$ cat config.mk
export PLATFORM = sky130hd
export DESIGN_NAME = cpa_seq
export DESIGN_NICKNAME = d
export VERILOG_FILES = /design/src/rtl/cpa_pkg.sv /design/src/rtl/cpa_seq.sv
export SDC_FILE = /design/constraint.sdc
export NUM_CORES = 1
export LEC_CHECK = 0
export BUFFER_PORTS_ARGS = -buffer_cell sky130_fd_sc_hd__buf_2
export CAP_MARGIN = 0
export CORE_AREA = 2 2 39 41
export CTS_BUF_LIST = sky130_fd_sc_hd__clkbuf_8
export CTS_CLUSTER_DIAMETER = 120
export CTS_CLUSTER_SIZE = 8
export DETAILED_ROUTE_END_ITERATION = 8
export DIE_AREA = 0 0 41 43
export GPL_TIMING_DRIVEN = 0
export PLACE_DENSITY = 0.62
export RECOVER_POWER = 100
export SYNTH_ARGS = -nofsm -noshare
export SYNTH_HDL_FRONTEND = slang
export SYNTH_SLANG_ARGS = --single-unit
$ cat constraint.sdc
create_clock -name clk -period 3.2 [get_ports clk]
set_input_delay 0.32 -clock clk [delete_from_list [all_inputs] [get_ports clk]]
set_output_delay 0.32 -clock clk [all_outputs]
set_load 0.005 [all_outputs]
$ cat src/rtl/cpa_pkg.sv
package cpa_pkg;
  localparam int BYTE_W = 8;
  typedef logic [BYTE_W-1:0] byte_t;
  typedef enum logic {SEQ_IDLE = 1'b0, SEQ_COLLECT = 1'b1} seq_state_t;
endpackage

$ cat src/rtl/cpa_seq.sv
module cpa_seq
  import cpa_pkg::*;
#(
  parameter byte_t COPY_CMD = 8'h55,
  parameter int    NB       = 3,
  parameter int    CW       = $clog2(NB)
) (
  input  logic          clk,
  input  logic          rst_n,
  input  logic          cmd_valid,
  input  byte_t         cmd_code,
  input  logic          rx_valid,
  input  byte_t         rx_byte,
  input  logic          bus_reset,
  input  byte_t         exp_byte,
  input  logic          permit,
  output logic [CW-1:0] idx,
  output logic          grant
);
  seq_state_t    st_q, st_n;
  logic [CW-1:0] cnt_q, cnt_n;
  logic          ok_q, ok_n;
  logic          hit;

  assign idx = cnt_q;
  assign hit = (rx_byte == exp_byte);

  always_comb begin
    st_n  = st_q;
    cnt_n = cnt_q;
    ok_n  = ok_q;
    grant = 1'b0;
    if (bus_reset) begin
      st_n = SEQ_IDLE;
    end else if (cmd_valid) begin
      st_n  = (cmd_code == COPY_CMD) ? SEQ_COLLECT : SEQ_IDLE;
      cnt_n = '0;
      ok_n  = 1'b1;
    end else if (rx_valid && st_q == SEQ_COLLECT) begin
      if (cnt_q == CW'(NB - 1)) begin
        grant = ok_q && hit && permit;
        st_n  = SEQ_IDLE;
      end else begin
        cnt_n = cnt_q + 1'b1;
        ok_n  = ok_q && hit;
      end
    end
  end

  always_ff @(posedge clk or negedge rst_n) begin
    if (!rst_n) begin
      st_q  <= SEQ_IDLE;
      cnt_q <= '0;
      ok_q  <= 1'b0;
    end else begin
      st_q  <= st_n;
      cnt_q <= cnt_n;
      ok_q  <= ok_n;
    end
  end
endmodule

==> flow_metrics.py, run 1 <==
metrics = {
    "yosys": {
        "synthCells": 37,
        "syn_nets": 68,
        "ys_seq_area_share_pct": 29.7,
        "synth.avg_cell_area_sq_um": 9.10,
        "ys_warn_count": 0,
        "synth_cell_type_count": 20,
        "synth_area_sq_um": 337,
        "synth.largest_area_cell": "dfrtp_1",
        "ys_top_cells_by_area": "dfrtp_1 30%, xnor2_1 16%, xor2_1 5.2%, a21oi_1 4.5%, nor3b_1 4.5%",
        "ys_seq_elements": 4,
        "synth_top_area_share_pct": 29.7,
    },
    "pwr": {
        "swShare_pct": 20.4,
        "p_switching_uw": 39.2,
        "pwr-share-comb_pct": 18.4,
        "cellPowerDensity_nw_per_um2": 341,
        "p_seq_share_pct": 26.6,
        "p_clk_share_pct": 55.0,
        "power_leakage_uw": 0.000258,
        "ir_worst_vdd_mv": 0.280,
        "p_int_uw": 153,
    },
    "cells_and_area": {
        "final_cell_mix": "28 x buf_2, 6 x xnor2_1, 4 x dfrtp_1, 4 x clkbuf_1",
        "final_common_cell": "buf_2",
        "instances_no_fill": 89,
        "nets": 106,
        "syn2layout_area_growth_pct": 67.3,
        "n_fill_cell": 151,
        "area.sequential_sq_um": 100,
        "drive_above_1_share_pct": 45.2,
        "antenna_cells": 0,
        "final_util_pct": 40.7,
        "multi_input_area_sq_um": 225,
    },
    "cts": {
        "clk_latency_ns": 0.22,
        "clk_pin_slew_worst_paths_ns": 0.03,
        "cts_buffer_depth": 2,
        "cts-resized-gates": 0,
        "cts-root-buf": "clkbuf_8",
        "cts_num_sinks": 4,
        "cts_made_buffers": 3,
        "htree_levels": 1,
        "cts_tree": "yes",
    },
    "detailed_routing": {
        "wl_per_cell_microns": 9.37,
        "drt_wl_total_microns": 834,
        "route.detailed.drc": 0,
        "vias": 410,
        "first_iter_violations": 9,
        "drt_pre_antenna_iters": 3,
        "routed_via_density": 4.61,
        "antenna_left": 0,
    },
    "worst_setup_path": {
        "r2r-start": "idx[1]$_DFFE_PN0P_",
        "r2r_cells": 3,
        "startpoint_type": "flop",
        "cp_data_arrival_time_ns": 1.44,
        "required_ns": 2.88,
        "crit_start": "idx[0]$_DFFE_PN0P_",
        "critPathKind": "reg -> out",
        "r2r_slack_ns": 1.80,
        "r2r_end": "ok_q$_DFFE_PN0P_",
        "path_max_fanout": 3,
        "endpoint": "grant",
        "end_kind": "output port",
    },
    "sta": {
        "fmax_mhz": 568,
        "hold_ws_ns": 0.326,
        "max_slew.worst_pin.slew_ns": 0.243,
        "timing_hold_violations_final": 0,
        "timing.final.crit_share_pct": 55.0,
        "rsz0062_at_grt": "false",
        "setup_viol": 0,
        "slew_headroom_pct": 83.6,
        "report.final.slew_viol_count": 0,
        "clock_skew_ns": 0.00467,
        "fin_setup_tns_ns": 0,
        "period_minus_slack_ns": 1.76,
    },
    "global_routing": {
        "use_met3_pct": 6.28,
        "grt.total_usage_pct": 10.8,
        "overflow": 0,
        "grt_max_degree": 6,
        "grt_use_met1_pct": 11.0,
        "first_global_vias": 346,
        "antenna_found_initial": 0,
        "grt_pass1_wl_microns": 1210,
        "top_usage_layer": "met2",
        "grt_use_met2_pct": 16.3,
    },
    "die": {
        "top_level_ports": 33,
        "num_rows": 14,
        "core_sq_um": 1380,
        "die_area_sq_um": 1760,
        "start_util_pct": 24.3,
        "fp.dieH_microns": 43,
        "die_x_microns": 41,
    },
    "hold_path": {
        "min_path_type": "in -> reg",
    },
    "placed_design": {
        "dp_cells": 85,
        "place_congestion": 0.763,
        "portBuffers": 32,
        "dp_hpwl_microns": 720,
    },
    "run_status": {
        "status": "complete, no violations",
    },
    "run": {
        "cap_violations": 0,
    },
}
## area by class of cell
type	instances	share of cell area (%)
multi-input combinational	30	40.0
tap	16	3.56
sequential	4	17.8
inverter	3	2.00
timing repair buffer	33	29.3
clock buffer	3	7.33
## critical path, cell delays in order, from the launching register on
cell	delay, ns
dfrtp_1	0.36
inv_1	0.10
ha_1	0.19
nand2_1	0.07
nor3b_1	0.18
and4_1	0.20
clkbuf_1	0.11
## power groups by stage
stage | Sequential [uW] | Clock [uW] | Combinational (uW)
finish | 51.1 | 106 | 35.3
CTS | 51.1 | 108 | 36.3
floorplan | 51.7 | 0 | 13.4
detailed placement | 51.7 | 0 | 35.1
global placement | 51.7 | 0 | 34.1
global route | 51.1 | 113 | 39.3
## cell usage after synthesis
cell type	number
nand3b_1	1
a221o_2	1
o21ai_0	1
inv_1	3
nand4b_1	1
ha_1	1
nor2_1	1
nand4_1	1
and4_1	1
nand4bb_1	1
nor4_2	1
nand3_1	2
xnor2_1	6
o22ai_1	1
dfrtp_1	4
a21oi_1	3
nor4bb_1	1
nor3b_1	2
xor2_1	2
nand2_1	3
## how the worst min path moves through the flow
| stage | depth (start not counted) | slack [ns] | startpoint | end |
|---|---|---|---|---|
| final | 2 | 0.33 | bus_reset | st_q$_DFFE_PN0P_ |
| after global routing | 2 | 0.34 | bus_reset | st_q$_DFFE_PN0P_ |
| after CTS | 2 | 0.32 | bus_reset | st_q$_DFFE_PN0P_ |
| after detailed placement | 1 | 0.13 | rst_n | ok_q$_DFFE_PN0P_ |
| after global placement | 1 | 0.13 | rst_n | ok_q$_DFFE_PN0P_ |
| after floorplan | 0 | 0.02 | rst_n | idx[0]$_DFFE_PN0P_ |
## what timing repair did
item / in CTS / in global routing
endpoints found under the setup margin: 0 / 0
hold buffers: 1 / 0
endpoints found under the hold margin: 4 / 0
setup buffers: 0 / 0
## routing by layer
| layer | up-vias | share of wire, % |
|---|---|---|
| met2 | 25 | 50 |
| met3 | 0 | 11 |
| met1 | 178 | 39 |
| li1 | 207 | - |
| met5 | - | 0 |
| met4 | 0 | 0 |
## sequential cells by signal (all words and copies together) (netlist names)
signal	flops
idx	2
ok_q	1
st_q	1
## metrics by stage
step	setup WS, ns	instance area (sq um)	total power, uW
2_1_floorplan	1.83	337	65.0
3_3_place_gp	1.64	517	85.8
3_5_place_dp	1.63	517	86.7
4_1_cts	1.43	568	195
5_1_grt	1.34	563	203
6_report	1.44	563	192
## kinds of logic after synthesis
family / share of synthesized area [%]
AND/OR/NAND/NOR: 31.2
XOR/XNOR: 20.8
AO/OA/AOI/OAI: 11.2
flip-flops: 29.7
buffers and inverters: 3.35
adder cells (fa/ha/maj): 3.72
No activity file was read; power rests on OpenSTA's default activity.
==> run 2: changes to the inputs <==
Settings changed: PLACE_DENSITY 0.62 to 0.64.
Clock period 3.2 ns to 1.5 ns, I/O delays scaled along.
==> flow_metrics.py, run 2 (same netlist as run 1, synthesis figures left out) <==
metrics = {
    "die": {
        "die_x_microns": 41,
        "num_rows": 14,
        "start_util_pct": 24.3,
        "core_sq_um": 1380,
        "fp.dieH_microns": 43,
        "top_level_ports": 33,
        "die_area_sq_um": 1760,
    },
    "worst_setup_path": {
        "r2r_end": "ok_q$_DFFE_PN0P_",
        "path_max_fanout": 3,
        "r2r-start": "idx[1]$_DFFE_PN0P_",
        "end_kind": "output port",
        "cp_data_arrival_time_ns": 1.34,
        "startpoint_type": "flop",
        "critPathKind": "reg -> out",
        "r2r_slack_ns": 0.14,
        "required_ns": 1.35,
        "r2r_cells": 3,
    },
    "hold_path": {
        "holdPathStages": 2,
        "min_path_type": "in -> reg",
        "worstHoldStart": "bus_reset",
        "hold_path_end": "st_q$_DFFE_PN0P_",
    },
    "sta": {
        "max_slew.worst_pin.slew_ns": 0.226,
        "rsz0062_at_grt": "true",
        "period_minus_slack_ns": 1.49,
        "hold_ws_ns": 0.153,
        "setup_viol": 0,
        "report.final.slew_viol_count": 0,
        "slew_headroom_pct": 84.7,
        "timing.final.crit_share_pct": 99.4,
        "fin_setup_tns_ns": 0,
        "clock_skew_ns": 0.00184,
        "timing_hold_violations_final": 0,
        "fin_ws_ns": 0.00849,
        "fmax_mhz": 670,
    },
    "detailed_routing": {
        "drt_wl_total_microns": 850,
        "route.detailed.drc": 0,
        "vias": 416,
        "routed_via_density": 4.62,
        "wl_per_cell_microns": 9.44,
        "drt_pre_antenna_iters": 2,
        "antenna_left": 0,
        "first_iter_violations": 1,
    },
    "global_routing": {
        "grt.total_usage_pct": 11.4,
        "overflow": 0,
        "first_global_vias": 383,
        "grt_max_degree": 6,
        "antenna_found_initial": 0,
        "grt_pass1_wl_microns": 1300,
    },
    "cts": {
        "cts_num_sinks": 4,
        "cts_made_buffers": 3,
        "cts_tree": "yes",
        "clk_pin_slew_worst_paths_ns": 0.03,
        "cts-root-buf": "clkbuf_8",
        "htree_levels": 1,
        "cts_buffer_depth": 2,
        "clk_latency_ns": 0.22,
    },
    "cells_and_area": {
        "syn2layout_area_growth_pct": 78.1,
        "largest_reg_flops": 2,
        "nets": 107,
        "drive_above_1_share_pct": 55.4,
        "final_common_cell": "buf_2",
        "final_cell_mix": "31 x buf_2, 6 x xnor2_1, 4 x dfrtp_1, 3 x a21oi_1, 3 x clkbuf_8",
        "final_util_pct": 43.3,
        "antenna_cells": 0,
    },
    "run": {
        "cap_violations": 0,
    },
    "placed_design": {
        "portBuffers": 32,
        "place_congestion": 0.782,
        "pre_cts_ws_ns": 0.123,
    },
    "pwr": {
        "power_leakage_uw": 0.000286,
        "power.total_uw": 413,
        "cellPowerDensity_nw_per_um2": 689,
        "ir_worst_vdd_mv": 0.397,
    },
    "run_status": {
        "status": "complete, no violations",
    },
}
run 2: report_power, final:
group,total [uW],internal (uW),leakage [uW],switching [uW]
sequential,109,109,0.0000507,0.205
combinational,76.5,46.5,0.000214,30.1
clock,227,171,0.0000216,56.1
total,413,326,0.000286,86.4
run 2: area by class of cell:
class,instances,area (sq um)
Timing Repair Buffer,34,176
Inverter,3,11.3
Clock buffer,3,41.3
Multi-Input combinational cell,30,250
Fill cell,144,785
Tap cell,16,20.0
Sequential cell,4,100
run 2: repair_timing:
item / in CTS / in global routing
gates resized for setup: 4 / 2
pin swaps: 2 / 2
setup buffers: 0 / 1
hold buffers: 1 / 0
gates cloned: 0 / 0
endpoints found under the setup margin: 1 / 1
endpoints found under the hold margin: 4 / 0
run 2: worst max-delay path: stages, from the launching register on:
cell,delay (ns)
dfrtp_1,0.37
inv_2,0.08
ha_4,0.15
nand2_4,0.05
nor3b_2,0.16
and4_1,0.20
buf_2,0.11
run 2: how the worst max path moves through the flow:
stage	from	to	slack [ns]	depth (start not counted)
after floorplan	idx[0]$_DFFE_PN0P_	ok_q$_DFFE_PN0P_	0.21	4
after global placement	idx[1]$_DFFE_PN0P_	ok_q$_DFFE_PN0P_	0.15	3
after detailed placement	idx[1]$_DFFE_PN0P_	ok_q$_DFFE_PN0P_	0.12	3
after CTS	idx[0]$_DFFE_PN0P_	grant	0.003	6
after global routing	idx[0]$_DFFE_PN0P_	grant	-0.03	6
final	idx[0]$_DFFE_PN0P_	grant	0.008	6
run 2: per-stage QoR:
stage	instance area, sq um	std cells
finish	599	90
global route	599	90
CTS	586	89
detailed placement	517	85
global placement	517	85
floorplan	337	37
run 2: routing by layer:
layer,wire (microns),up-vias,global-route usage (%)
met2,437,24,18.1
met1,326,181,11.0
li1,-,209,-
met4,15,0,10.0
met3,72,2,3.14
met5,0,-,0
